File: src/rtl/log_pkg.sv
package log_pkg;
  // ln(2) held in Q16; narrower formats are rounded from it
  localparam int LN2_Q16 = 45426;
  localparam int OUT_W   = 16;
  localparam int LAT     = 5;

  function automatic int ln2_fixed(input int frac);
    return (LN2_Q16 + (1 << (15 - frac))) >>> (16 - frac);
  endfunction

  function automatic int third_fixed(input int frac);
    return ((1 << frac) + 1) / 3;
  endfunction
endpackage

File: src/rtl/msb_locate.sv
module msb_locate #(
  parameter int W   = 32,
  parameter int P_W = $clog2(W)
) (
  input  logic [W-1:0]   val,
  output logic [P_W-1:0] pos,
  output logic           is_zero
);
  always_comb begin
    pos = '0;
    for (int i = 0; i < W; i++) begin
      if (val[i]) pos = P_W'(i);
    end
    is_zero = (val == '0);
  end
endmodule

File: src/rtl/horner_mac_stage.sv
module horner_mac_stage #(
  parameter int FRAC  = 15,
  parameter int ACC_W = 18,
  parameter int E_W   = 8,
  parameter int KADD  = 0
) (
  input  logic                    clk,
  input  logic                    rst_n,
  input  logic                    en,
  input  logic                    in_v,
  input  logic [FRAC-1:0]         in_u,
  input  logic signed [ACC_W-1:0] in_acc,
  input  logic signed [E_W-1:0]   in_e,
  input  logic                    in_z,
  output logic                    out_v,
  output logic [FRAC-1:0]         out_u,
  output logic signed [ACC_W-1:0] out_acc,
  output logic signed [E_W-1:0]   out_e,
  output logic                    out_z
);
  localparam int PW = FRAC + 1 + ACC_W;

  logic signed [PW-1:0]    prod;
  logic signed [PW-1:0]    sum;
  logic signed [ACC_W-1:0] acc_n;
  logic                    v_n;

  // acc_next = (u * acc) >> FRAC + KADD
  always_comb begin
    prod  = PW'($signed({1'b0, in_u})) * PW'(in_acc);
    sum   = (prod >>> FRAC) + PW'(KADD);
    acc_n = ACC_W'(sum);
    v_n   = en ? in_v : out_v;
  end

  always_ff @(posedge clk or negedge rst_n) begin
    if (!rst_n) out_v <= 1'b0;
    else        out_v <= v_n;
  end

  always_ff @(posedge clk) begin
    if (en && in_v) begin
      out_u   <= in_u;
      out_acc <= acc_n;
      out_e   <= in_e;
      out_z   <= in_z;
    end
  end
endmodule

File: src/rtl/log_q11_unit.sv
module log_q11_unit
  import log_pkg::*;
#(
  parameter int IN_W  = 32,
  parameter int Q_W   = 6,
  parameter int FRAC  = 15,
  parameter int OUT_F = 11
) (
  input  logic             clk,
  input  logic             rst_n,
  input  logic             in_valid,
  output logic             in_ready,
  input  logic [IN_W-1:0]  in_x,
  input  logic [Q_W-1:0]   in_q,
  output logic             out_valid,
  input  logic             out_ready,
  output logic [OUT_W-1:0] out_log
);
  localparam int K_W    = $clog2(IN_W);
  localparam int E_W    = ((K_W > Q_W) ? K_W : Q_W) + 2;
  localparam int ACC_W  = FRAC + 3;
  localparam int NW     = IN_W + FRAC;
  localparam int SW     = 32;
  localparam int STAGES = 3;
  localparam int LN2    = ln2_fixed(FRAC);
  localparam int C3     = third_fixed(FRAC);
  localparam int MAXV   = (1 << (OUT_W - 1)) - 1;
  localparam int MINV   = -(1 << (OUT_W - 1));

  logic adv;
  assign adv      = !out_valid || out_ready;
  assign in_ready = adv;

  // Stage 0: normalise
  logic [K_W-1:0]        kpos;
  logic [K_W-1:0]        sh;
  logic                  x_zero;
  logic [NW-1:0]         norm;
  logic [FRAC-1:0]       u0;
  logic signed [E_W-1:0] e0;

  msb_locate #(.W(IN_W), .P_W(K_W)) u_msb (
    .val(in_x), .pos(kpos), .is_zero(x_zero)
  );

  always_comb begin
    sh   = K_W'(IN_W - 1) - kpos;
    norm = {in_x, {FRAC{1'b0}}} << sh;
    u0   = FRAC'(norm >> (IN_W - 1));
    e0   = $signed(E_W'(kpos)) - E_W'($signed(in_q));
  end

  logic                    v_p [0:STAGES];
  logic [FRAC-1:0]         u_p [0:STAGES];
  logic signed [ACC_W-1:0] a_p [0:STAGES];
  logic signed [E_W-1:0]   e_p [0:STAGES];
  logic                    z_p [0:STAGES];
  logic                    v0_n;

  assign v0_n = adv ? in_valid : v_p[0];

  always_ff @(posedge clk or negedge rst_n) begin
    if (!rst_n) v_p[0] <= 1'b0;
    else        v_p[0] <= v0_n;
  end

  always_ff @(posedge clk) begin
    if (adv && in_valid) begin
      u_p[0] <= u0;
      a_p[0] <= ACC_W'(C3);
      e_p[0] <= e0;
      z_p[0] <= x_zero;
    end
  end

  // Horner stages: constants added after each multiply are -1/2, +1, 0
  for (genvar g = 0; g < STAGES; g++) begin : g_mac
    localparam int KADD = (g == 0) ? -(1 << (FRAC - 1)) : ((g == 1) ? (1 << FRAC) : 0);
    horner_mac_stage #(
      .FRAC(FRAC), .ACC_W(ACC_W), .E_W(E_W), .KADD(KADD)
    ) u_stage (
      .clk(clk), .rst_n(rst_n), .en(adv),
      .in_v(v_p[g]), .in_u(u_p[g]), .in_acc(a_p[g]), .in_e(e_p[g]), .in_z(z_p[g]),
      .out_v(v_p[g+1]), .out_u(u_p[g+1]), .out_acc(a_p[g+1]),
      .out_e(e_p[g+1]), .out_z(z_p[g+1])
    );
  end

  // Output: add exponent term, rescale to Q(OUT_F), saturate
  logic signed [SW-1:0]    sum_w;
  logic signed [SW-1:0]    scaled;
  logic signed [OUT_W-1:0] res_n;
  logic                    ov_n;

  always_comb begin
    sum_w  = SW'(a_p[STAGES]) + SW'(e_p[STAGES]) * SW'(LN2);
    scaled = sum_w >>> (FRAC - OUT_F);
    if (z_p[STAGES])                res_n = OUT_W'(MINV);
    else if (scaled > SW'(MAXV))    res_n = OUT_W'(MAXV);
    else if (scaled < SW'(MINV))    res_n = OUT_W'(MINV);
    else                            res_n = OUT_W'(scaled);
    ov_n = adv ? v_p[STAGES] : out_valid;
  end

  always_ff @(posedge clk or negedge rst_n) begin
    if (!rst_n) out_valid <= 1'b0;
    else        out_valid <= ov_n;
  end

  always_ff @(posedge clk) begin
    if (adv && v_p[STAGES]) out_log <= res_n;
  end
endmodule

File: config.mk
export PLATFORM = sky130hd
export DESIGN_NAME = log_q11_unit
export DESIGN_NICKNAME = d
export VERILOG_FILES = /design/src/rtl/log_pkg.sv /design/src/rtl/msb_locate.sv /design/src/rtl/horner_mac_stage.sv /design/src/rtl/log_q11_unit.sv
export SDC_FILE = /design/constraint.sdc
export NUM_CORES = 2
export LEC_CHECK = 0
export CAP_MARGIN = 20
export CORE_MARGIN = 8
export CORE_UTILIZATION = 60
export CTS_CLUSTER_SIZE = 30
export DETAILED_ROUTE_END_ITERATION = 10
export PLACE_DENSITY_LB_ADDON = 0.15
export SETUP_SLACK_MARGIN = 0.1
export SLEW_MARGIN = 0
export SYNTH_ARGS = -nofsm -noshare
export SYNTH_HDL_FRONTEND = slang
export SYNTH_SLANG_ARGS = --single-unit
export TNS_END_PERCENT = 1
File: constraint.sdc
create_clock -name clk -period 7 [get_ports clk]
set_input_delay 2.1 -clock clk [delete_from_list [all_inputs] [get_ports clk]]
set_output_delay 2.1 -clock clk [all_outputs]
set_load 0.02 [all_outputs]
## After elaboration in Yosys (flattened, before gate mapping)

Cells that the tools add are included.

- Flip-flop bits (word level): 156
- Latch bits: 0
- Memory bits (writable): 0
- Memory bits (read-only): 0
- Input bits: 42
- Output and inout bits: 18
- Logic and storage cells: 73
- Memories kept: 0

- Add/sub/neg operators: 5
- $mul: 4
- Divide/modulo/power cells: 0
- Magnitude comparators: 2
- Equal/unequal tests: 0
- Shift operators: 1
- Multiplexer cells: 33
- Bitwise gates (word level): 0
- Reduce and logical (&&, ||, !) cells: 8

Operator list:

| kind | number |
|---|---|
| 5-bit 2-to-1 mux | 16 |
| 16-bit by 18-bit multiplier with 33-bit output | 2 |
| 47-bit by 5-bit << shifter with 46-bit output | 1 |
| 32-bit logical NOT | 1 |
| 16-bit 2-to-1 mux | 2 |
| 4-bit 2-to-1 mux | 8 |
| 15-bit by 14-bit multiplier with 29-bit output, second input constant | 1 |
| 18-bit by 24-bit adder with 25-bit output | 1 |
| 8-bit by 16-bit multiplier with 24-bit output, second input constant | 1 |
| 21-bit by 16-bit > comparator with 1-bit output, second input constant | 1 |
| 21-bit by 16-bit < comparator with 1-bit output, second input constant | 1 |
| 18-bit by 15-bit adder with 18-bit output, second input constant | 1 |
| 18-bit by 17-bit adder with 18-bit output, second input constant | 1 |
| 3-bit 2-to-1 mux | 4 |
| 6-bit by 6-bit subtractor with 7-bit output | 1 |
| 1-bit logical AND | 5 |
| 5-bit subtractor, first input constant | 1 |
| 2-bit 2-to-1 mux | 2 |
| 1-bit logical NOT | 1 |
| 1-bit logical OR | 1 |
| 1-bit 2-to-1 mux | 1 |

## Logic depth before layout (Yosys ltp)

- Word-level depth: 33
- Mapped depth: 29
- Mapped depth without buffers: 28

## Hierarchy

A second synthesis with hierarchy kept.

- Cell total of the unflattened synthesis: 4160
- Area total of the unflattened synthesis: 40113.5 µm²

By module, submodules not included:

| module | times used | cells each | area an instance (µm²) |
|---|---|---|---|
| horner_mac_stage at g_mac[2].u_stage | 1 | 1207 | 11474.8 |
| horner_mac_stage at g_mac[0].u_stage | 1 | 1165 | 11314.6 |
| horner_mac_stage at g_mac[1].u_stage | 1 | 1127 | 11066.9 |
| log_q11_unit | 1 | 596 | 5923.2 |
| msb_locate | 1 | 65 | 334.1 |

## Worst setup path before layout

Ideal clock, no wire load.

- Path kind: register -> register
- Start point: register, netlist name g_mac[0].u_stage.out_u[1]
- End point: register, netlist name g_mac[1].u_stage.out_acc[17]
- Arrival time: 6836 ps
- Data required time: 6740 ps
- Path slack: -96 ps
- Stages on the path, launching flop included: 27
- Cells stage by stage: edfxtp_1 clkbuf_1 nand2_1 fa_1 inv_1 fa_1 fa_1 fa_1 inv_1 fa_1 inv_1 fa_1 ha_1 and3_4 a221o_1 a21o_1 a31o_1 nor2_2 o211ai_2 a32o_1 a221oi_1 xnor2_1 ha_1 xnor2_1 xnor2_1 xnor2_1 xnor2_1

- Cells in the longest elaborated chain, start to end: 2

RTL lines:

| item | line | source |
|---|---|---|
| 16-bit by 18-bit multiplier with 33-bit output | horner_mac_stage.sv:30 | `prod = PW'($signed({1'b0, in_u})) * PW'(in_acc);` |
| 18-bit by 17-bit adder with 18-bit output | horner_mac_stage.sv:31 | `sum = (prod >>> FRAC) + PW'(KADD);` |
| via g_mac[1].u_stage.sum[17] | horner_mac_stage.sv:24 | `logic signed [PW-1:0] sum;` |

The timed path passes the listed nets, and every way through them passes these cells.
A chain may end at the register's enable or synchronous reset.

## Worst setup path after layout

- Start point: register, netlist name g_mac[0].u_stage.out_u[1]
- End point: register, netlist name g_mac[1].u_stage.out_acc[17]

- Cells in the longest elaborated chain, start to end: 2

RTL lines:

| item | line |
|---|---|
| 16-bit by 18-bit multiplier with 33-bit output | horner_mac_stage.sv:30 |
| 18-bit by 17-bit adder with 18-bit output | horner_mac_stage.sv:31 |
| via g_mac[1].u_stage.sum[17] | horner_mac_stage.sv:24 |

The timed path passes the listed nets, and every way through them passes these cells.

==> results.json <==
{
  "synthAdderAreaFrac": 0.532,
  "tightest_slew_ns": 1.04,
  "synth_compound_area_frac": 0.0519,
  "path_max_fanout": 4,
  "startpoint_type": "register",
  "ctsHoldBuffers": 0,
  "gr-total-overflow": 0,
  "n_antenna_cell": 0,
  "ant_nets": 0,
  "utilization": 0.659,
  "synth_cell_types": 75,
  "cts_max_level": 4,
  "synthMuxAreaShare": 0.0237,
  "cts_sinks": 148,
  "clk_pin_slew_ns": 0.06,
  "routed_wl_um": 69000,
  "critPathArrivalTime_ns": 7.13,
  "required_ns": 7.22,
  "post-route-min-period_ns": 6.90,
  "antenna_found_initial": 0,
  "die_w_um": 243,
  "avgViaCountPerCell": 5.43,
  "numCtsBuffers": 17,
  "rows": 83,
  "vias": 21100,
  "syn_area_um2": 30800,
  "tns_ns": 0,
  "drive_gt1_frac": 0.0671,
  "synth_edf_count": 143,
  "ff2ff_setup_slack_ns": 0.1,
  "detail_route.wl_per_cell_um": 17.8,
  "synth_xor_area_frac": 0.0245,
  "cp_slowest_cell": "fa_1",
  "clock_latency_ns": 0.49,
  "final-hold-violation-count": 0,
  "status": "finished, final reports clean",
  "clock-root-buffer": "clkbuf_16",
  "finalSetupViolCount": 0,
  "gp_congestion": 0.888,
  "syn_inst": 3080,
  "grt_pass1_vias": 23400,
  "pin_count": 60,
  "end_kind": "register",
  "pre_cts_ws_ns": -0.0656,
  "cp_slowest_stage_delay_ns": 0.55,
  "fill_cells": 4093,
  "slew_violations": 0,
  "layout.nets": 4181,
  "path_delay_family": "adder cells",
  "holdWs_ns": 0.418,
  "cts_buffer_depth": 2,
  "drc": 0,
  "grt_max_degree": 42,
  "initial_core_util": 0.604,
  "fmax_mhz": 145,
  "synth-async-reset-ratio": 0.0338,
  "core_area_um2": 51000,
  "drtIter0Drc": 1181,
  "fin_ws_ns": 0.0951,
  "max_slew_margin": 0.308,
  "ys_ff_latch": 148,
  "dpl.hpwl_um": 58200,
  "syn_to_final_growth_pct": 9.15,
  "synthSimpleGateAreaFrac": 0.118,
  "cpMostUsedCell": "fa_1",
  "cts_tree": "yes",
  "dr.pass1.iters": 5,
  "cp_num_buf_inv": 4,
  "io_buffer_count": 59,
  "rsz0062_at_grt": "true",
  "min_path_type": "register to register",
  "avgSynthCellArea_um2": 10.0,
  "maxCapViolations": 0,
  "grt_pass1_wl_um": 116000,
  "die_h_um": 243,
  "crit_type": "register to register",
  "skew_ns": 0.0154,
  "synth_nets": 4068,
  "yosys_warnings": 0,
  "die-area_um2": 58800,
  "grt_util_all_layers": 0.244,
  "ys.flop_type": "edfxtp_1",
  "synth_top_family_by_area": "adder cells",
  "seq_area_frac_synth": 0.144,
  "period_share": 0.986
}
path summary, 6_finish.rpt:
| path | start | to | cells past startpoint |
|---|---|---|---|
| hold reg to reg | g_mac[0].u_stage.out_e[0]$_DFFE_PP_ | g_mac[1].u_stage.out_e[0]$_DFFE_PP_ | 0 |
| setup reg to reg | g_mac[0].u_stage.out_u[1]$_DFFE_PP_ | g_mac[1].u_stage.out_acc[17]$_DFFE_PP_ | 26 |
| max in group asynchronous | rst_n | v_p[3]$_DFFE_PN0N_ | 1 |
| hold / removal | g_mac[0].u_stage.out_e[0]$_DFFE_PP_ | g_mac[1].u_stage.out_e[0]$_DFFE_PP_ | 0 |
| min in group asynchronous | rst_n | g_mac[2].u_stage.out_v$_DFFE_PN0N_ | 1 |
| setup / recovery | g_mac[0].u_stage.out_u[1]$_DFFE_PP_ | g_mac[1].u_stage.out_acc[17]$_DFFE_PP_ | 26 |
per-layer routing:
metal  track usage  routed length, um
met5             0                  0
met1         0.311              29300
met3        0.0321               2840
met2         0.428              35100
met4        0.0800               1780
flip-flops by register name (all words and copies together), names as in the netlist:
name,count
out_log,16
out_valid,1
g_mac.u_stage.out_v,3
e_p,7
g_mac.u_stage.out_u,30
z_p,1
g_mac.u_stage.out_acc,50
u_p,15
g_mac.u_stage.out_z,3
v_p,1
g_mac.u_stage.out_e,21
layout make-up:
cell class	instances	area, um^2	share of cell area
multi-input cells	2075	23300	0.693
flip-flops and latches	148	4420	0.132
inverters	771	2890	0.0861
repair buffers	180	1600	0.0476
well taps	680	851	0.0253
clock buffers	17	425	0.0127
clock inverters	15	143	0.00424
timing repair:
item	in CTS	in global routing
setup endpoints to repair	1	5
resized for setup	7	21
pin swaps	19	22
setup buffers	12	9
hold endpoints to repair	0	0
cells in the final DEF (no fill, tap or decap), drive strengths merged, types with 4 or more instances in the layout:
master / instances
clkdlybuf4s50: 59
clkbuf: 17
and2: 231
mux2: 13
nand2: 289
edfxtp: 143
xor2: 24
o22ai: 5
a211oi: 9
dfrtp: 5
a211o: 4
a21o: 26
nand2b: 17
o21a: 11
buf: 121
nor2: 74
o211ai: 6
nor2b: 12
a221oi: 4
a21boi: 4
fa: 606
or2: 6
a22oi: 4
a2111oi: 6
xnor2: 62
clkinv: 7
nand4: 24
or3: 8
nor3: 18
mux2i: 56
o31a: 4
nor4: 11
ha: 340
o21ai: 58
o21bai: 6
a21oi: 68
nand3: 26
and3: 5
o31ai: 5
inv: 779
synth_stat cells, types with 5 or more instances:
cell type  number  area share
edfxtp_1      143        0.14
mux2_2         13      0.0048
nor2_1         73      0.0089
nor3_1         18      0.0029
a211oi_1        8      0.0020
nand2_1       289       0.035
xor2_1         24      0.0068
a21oi_1        66       0.011
nand3_1        26      0.0042
o21a_1         11      0.0027
nor4_1         10      0.0020
nand4_1        24      0.0049
ha_1          340        0.14
mux2i_1        56       0.018
nor2b_1        12      0.0024
or2_2           6      0.0012
clkbuf_1       79      0.0096
xnor2_1        62       0.018
o21bai_1        6      0.0015
or3_1           8      0.0016
fa_1          606        0.39
o21ai_0        54      0.0088
dfrtp_1         5      0.0041
a21o_1         26      0.0063
nand2b_1       17      0.0035
inv_1         771       0.094
and2_1        231       0.047
logic make-up after synthesis:
family / after synthesis
AO/OA/AOI/OAI: 242
XOR/XNOR: 86
adder cells (fa/ha/maj): 946
buffers and inverters: 857
flip-flops: 148
multiplexers: 70
AND/OR/NAND/NOR: 731
metrics by stage:
step | instance area (um^2) | std cells
after floorplan | 30900 | 3080
final | 33600 | 3886
after CTS | 33400 | 3873
after global routing | 33600 | 3886
after global placement | 32700 | 3829
after detailed placement | 32700 | 3829
Power is left out: the tool's default activity adds up to more than one toggle a clock period on the data nets, which glitch-free logic cannot reach.
